==> config.mk <==
export PLATFORM = sky130hd
export DESIGN_NAME = crc6_cmp
export DESIGN_NICKNAME = d
export VERILOG_FILES = /design/src/rtl/crc6_cmp.sv
export SDC_FILE = /design/constraint.sdc
export NUM_CORES = 1
export LEC_CHECK = 0
export BUFFER_PORTS_ARGS = -buffer_cell sky130_fd_sc_hd__buf_2
export CELL_PAD_IN_SITES_DETAIL_PLACEMENT = 1
export CELL_PAD_IN_SITES_GLOBAL_PLACEMENT = 1
export CORE_MARGIN = 1.5
export CORE_UTILIZATION = 34
export CTS_CLUSTER_DIAMETER = 120
export CTS_CLUSTER_SIZE = 8
export DETAILED_ROUTE_END_ITERATION = 8
export GPL_TIMING_DRIVEN = 0
export PLACE_DENSITY_LB_ADDON = 0.1
export REMOVE_ABC_BUFFERS = 1
export SYNTH_ARGS = -nofsm -noshare
export SYNTH_HDL_FRONTEND = slang
export SYNTH_SLANG_ARGS = --single-unit
==> constraint.sdc <==
create_clock -name clk -period 1.5 [get_ports clk]
set_input_delay 0.075 -clock clk [delete_from_list [all_inputs] [get_ports clk]]
set_output_delay 0.075 -clock clk [all_outputs]
set_load 0.03 [all_outputs]
==> src/rtl/crc6_cmp.sv <==
// Module: crc6_cmp
// Holds the remainder of the last complete multiframe and compares it, bit
// 5 first, with the check bits arriving in the current multiframe.
// Raises inc_req on the closing start bit when any slot mismatched.
// Assumes W check slots per multiframe and none on the start bit itself.
module crc6_cmp #(
    parameter int W = 6
) (
    input  logic         clk,
    input  logic         rst_n,
    input  logic         mf_take,
    input  logic         load_ref,
    input  logic         cmp_ok,
    input  logic         restart,
    input  logic         cb_take,
    input  logic         cb_bit,
    input  logic [W-1:0] crc_now,
    output logic         inc_req
);

    localparam int               IDX_W    = $clog2(W + 1);
    localparam int               REV_N    = 2 ** IDX_W;
    localparam logic [IDX_W-1:0] IDX_ONE  = IDX_W'(1);
    localparam logic [IDX_W-1:0] IDX_LAST = IDX_W'(W);

    logic [W-1:0]     ref_q;
    logic [IDX_W-1:0] idx_q;
    logic             mis_q;
    logic [REV_N-1:0] ref_rev;
    logic             exp_bit;

    // Reference reordered so the first arriving slot reads index 0.
    for (genvar i = 0; i < REV_N; i++) begin : g_rev
        if (i < W) begin : g_used
            assign ref_rev[i] = ref_q[W-1-i];
        end else begin : g_pad
            assign ref_rev[i] = 1'b0;
        end
    end

    assign exp_bit = ref_rev[idx_q];
    assign inc_req = cmp_ok && mis_q;

    // Reference capture, slot index and mismatch accumulation.
    always_ff @(posedge clk) begin
        if (!rst_n) begin
            ref_q <= '0;
            idx_q <= '0;
            mis_q <= 1'b0;
        end else if (mf_take) begin
            if (load_ref) begin
                ref_q <= crc_now;
            end
            idx_q <= '0;
            mis_q <= 1'b0;
        end else if (restart) begin
            idx_q <= '0;
            mis_q <= 1'b0;
        end else if (cb_take && (idx_q < IDX_LAST)) begin
            mis_q <= mis_q | (cb_bit ^ exp_bit);
            idx_q <= idx_q + IDX_ONE;
        end
    end

endmodule

Word-level counts from Yosys, hierarchy flattened
Cells that the tools add are included.
Widths: inputs -> output; s select.
{"block": "op_classes", "mux": 2, "order_cmp": 2, "bitwise_logic": 3, "add_sub_neg": 1, "reduce_logical": 4}
{"cell": "$lt 3x4->1 const B", "count": 1}
{"cell": "$add 3x1->3 const B", "count": 1}
{"cell": "$bmux 1 s3", "count": 1}
{"cell": "$lt 3x3->1 const B", "count": 1}
{"cell": "$reduce_or 3->1", "count": 1}
{"cell": "$logic_and 1x1->1", "count": 2}
{"cell": "$reduce_and 2->1", "count": 1}
{"cell": "$mux 1", "count": 1}
{"cell": "$not 1->1", "count": 1}
{"cell": "$or 1x1->1", "count": 1}
{"cell": "$xor 1x1->1", "count": 1}
{"block": "totals", "input_bits": 14, "wordCells": 15, "ff_bits": 10, "out_inout_bits": 1}

Depth between registers and ports, before layout
{"block": "logic_depth", "word_depth": 4, "ltp_mapped": 5, "ltp_nobuf": 4}

Worst setup path before layout
No wires, ideal clock.
{"block": "synth_timing", "path_kind": "reg-to-reg", "start": "register idx_q[2]", "end": "register mis_q", "setup_ns": 0.092, "required_ns": 1.408, "setup_slack_ns": 0.265, "synth_period_minus_slack_ns": 1.235, "n_path_buf": 1, "stages_incl_launch_ff": 6, "t_arrival_ns": 1.143, "cell_sequence": "dfxtp_1 buf_2 mux2i_1 nor3_1 o31a_1 o32ai_1"}
{"block": "synth_via", "elab_chain_len": 4, "word_cells_on_any_way": 6, "classes_between": "order compare: 1; mux: 2; bitwise: 2; reduce/logical: 1"}
{"item": "from (decl)", "line": "27", "text": "logic [IDX_W-1:0] idx_q;"}
{"item": "from (signal assigned)", "line": "61", "text": "idx_q <= idx_q + IDX_ONE;"}
{"item": "$bmux 1 s3", "line": "41", "text": "assign exp_bit = ref_rev[idx_q];"}
{"item": "$mux 1 (not written as such)", "line": "41"}
{"item": "$xor 1x1->1", "line": "60", "text": "mis_q <= mis_q | (cb_bit ^ exp_bit);"}
{"item": "$or 1x1->1", "line": "60"}
{"item": "to (signal assigned)", "line": "60"}
{"item": "to (decl)", "line": "28", "text": "logic mis_q;"}
Several ways; a longest one is shown, not always the timed one. The select of a mux whose other input is x is not followed.
A chain may end at the register's enable or synchronous reset.

Worst setup path after layout
Same ends and word-level chain as after synthesis.

==> metrics.csv <==
stage,metric,value,unit
outcome,status,completed,
routing,firstDrtPassIters,2,
die,io_pins,15,
die,die_area,1680,um2
clocking,insertion_delay,0.26,ns
global_route,antenna_found_initial,0,
die,rows,13,
synth,syn_area_per_cell,8.74,um2
worst_setup_path,cp-endpoint,mis_q$_SDFFE_PP0P_,
pwr,p_per_area,966,nW/um2
placement,routabilityCongestion,0.590,
clocking,cts-root-buf,clkbuf_4,
final_layout,syn_to_final_growth,22.3,%
pwr,leakage,0.242,nW
worst_setup_path,cp-end-kind,flop,
synth,synth_edf_count,0,
routing,ant_nets,0,
die,core,1320,um2
worst_setup_path,rrSetupSlack,0.11,ns
worst_setup_path,r2r-start,idx_q[2]$_SDFFE_PP0P_,
synth,synthCells,56,
flow_run,cap_violations,0,
routing,drc,0,
worst_setup_path,cp.required,1.68,ns
timing,slew_headroom,79.1,%
min_path,hp-class,in -> reg,
global_route,grt_usage,14.8,%
global_route,grt-ovfl-total,0,
routing,drt_iter0_drc,3,
placement,dp_hpwl,772,um
timing,setup_ws,0.113,ns
synth,ys_warn_count,0,
routing,wl,993,um
final_layout,drive_above_1_share,26.4,%
clocking,cts_htree_levels,1,
routing,via_per_inst,5.05,
routing,wl_per_cell,11.4,um
placement,post-place-ws,0.112,ns
worst_setup_path,crit_start,idx_q[2]$_SDFFE_PP0P_,
global_route,grt_pass1_wl,1590,um
clocking,cts_made_buffers,3,
synth,async_flop_share,0,%
global_route,grt_pass1_vias,393,
clocking,clkTransAtPathRegs,0.07,ns
die,die_w,40.9,um
pwr,vdd_drop_max,0.447,mV
timing,fin_worst_skew,0.000381,ns
clocking,cts_buffer_depth,2,
clocking,numClockSinks,10,
worst_setup_path,crit_path_start_kind,flop,
timing,rsz0062_at_grt,false,
worst_setup_path,reg2reg_depth,4,
timing,final-max-slew-violation-count,0,
timing,period_needed,1.39,ns
synth,synthesis.area,489,um2
synth,ys_ff_latch,10,
synth,synth_cell_types,22,
die,initial_utilization,37.1,%
worst_setup_path,path_max_fanout,7,
routing,vias,439,
clocking,cts_hold_buf,0,
clocking,cts_setup_buffers,0,
final_layout,nNetsFinal,88,
timing,min_period_over_period,92.5,%
timing,finalSetupViolCount,0,
timing,tightest_slew,0.313,ns
timing,hold_ws,0.0641,ns
synth,synth_ff_type,dfxtp_1,
timing,setup_tns,0,ns
global_route,grt_max_degree,9,
clocking,cts_resized,0,
synth,synth-seq-area-share,40.9,%
worst_setup_path,cp.arrival,1.56,ns
timing,max_freq,0.721,GHz
clocking,cts_tree,built,
timing,hold_violations,0,
placement,port_buffers,14,
final_layout,num_antenna_cells,0,
worst_setup_path,crit_type,reg -> reg,
worst_setup_path,regToRegEndpoint,mis_q$_SDFFE_PP0P_,
die,die_y,40.9,um
[metal layers]
layer | vias up | share of wire, % | global-route usage (%)
li1 | 229 | - | -
met3 | 2 | 7.2 | 3.26
met5 | - | 0 | 0
met1 | 194 | 47 | 17.8
met2 | 14 | 45 | 23.0
met4 | 0 | 0.81 | 10.0
[cells in the mapped netlist (2+ instances only)]
| cell type | n | share of area (%) |
|---|---|---|
| dfxtp_1 | 10 | 41 |
| nand2_1 | 10 | 7.7 |
| a21boi_0 | 6 | 9.2 |
| nand3_1 | 6 | 6.1 |
| mux2i_1 | 3 | 6.1 |
| a21oi_1 | 2 | 2.0 |
| inv_1 | 2 | 1.5 |
| nor3_1 | 2 | 2.0 |
| nor3b_1 | 2 | 3.1 |
[flip-flops by register name, indices dropped and copies added, names as in the netlist]
signal  count
idx_q       3
ref_q       6
mis_q       1
[worst max-delay path, stage by stage (launching register included)]
cell and delay (ns):
dfxtp_1 0.48, mux2i_1 0.23, nor3_1 0.08, o31a_1 0.30, o32ai_1 0.21
[stage by stage]
stage / power (W) / cell area [um2] / utilization (%) / std cells
final: 0.000578 / 598 / 45.4 / 87
after global routing: 0.000610 / 598 / 45.4 / 87
after CTS: 0.000596 / 598 / 45.4 / 87
after detailed placement: 0.000340 / 562 / 42.6 / 83
after global placement: 0.000339 / 562 / 42.6 / 83
after floorplan: 0.000310 / 473 / - / 54
[placed cells by master (no fill, tap or decap)]
| cell type | instances |
|---|---|
| ha_1 | 1 |
| buf_2 | 14 |
| o31a_1 | 1 |
| and2_1 | 1 |
| xor2_1 | 1 |
| a21boi_0 | 6 |
| inv_1 | 2 |
| mux2i_1 | 3 |
| nor3_1 | 2 |
| o21ai_0 | 1 |
| a21oi_1 | 2 |
| dfxtp_1 | 10 |
| nor2_1 | 1 |
| nor4_1 | 1 |
| or3b_4 | 1 |
| clkbuf_8 | 1 |
| and4b_1 | 1 |
| nor3b_1 | 2 |
| nand2_1 | 10 |
| clkbuf_4 | 3 |
| or2_0 | 1 |
| o32ai_1 | 1 |
| nand3_1 | 6 |
[layout make-up]
type                       instances  area [um2]
tap                               15        18.8
fill                             175         719
sequential                        10         200
clock buffer                       4        36.3
inverter                           2        7.51
multi-input combinational         42         265
timing repair buffer              14        70.1
[cell families (layout without fill, tap and decap cells)]
logic type      after synthesis  count (layout)  share of synthesized area, %
simple gates                 26              26                          27.9
xor+xnor                      1               1                          1.79
fa+ha+maj                     1               1                          2.56
buf+inv                       4              20                          4.86
compound gates               11              11                          15.9
flops                        10              10                          40.9
mux                           3               3                          6.14
[worst min-delay path by stage]
stage	end	start	cells past startpoint
after floorplan	idx_q[1]$_SDFFE_PP0P_	cb_take	2
after global placement	ref_q[5]$_SDFFE_PN0P_	crc_now[5]	3
after detailed placement	ref_q[5]$_SDFFE_PN0P_	crc_now[5]	3
after CTS	ref_q[3]$_SDFFE_PN0P_	crc_now[3]	3
after global routing	ref_q[4]$_SDFFE_PN0P_	crc_now[4]	3
final	ref_q[5]$_SDFFE_PN0P_	crc_now[5]	3
[power breakdown]
part | switching, W | internal (W) | leakage [nW]
logic | 0.0000254 | 0.0000270 | 0.139
registers | 0.00000524 | 0.000274 | 0.0814
clock network | 0.0000985 | 0.000147 | 0.0210
total | 0.000129 | 0.000449 | 0.242
(Power assumes the default switching activity.)
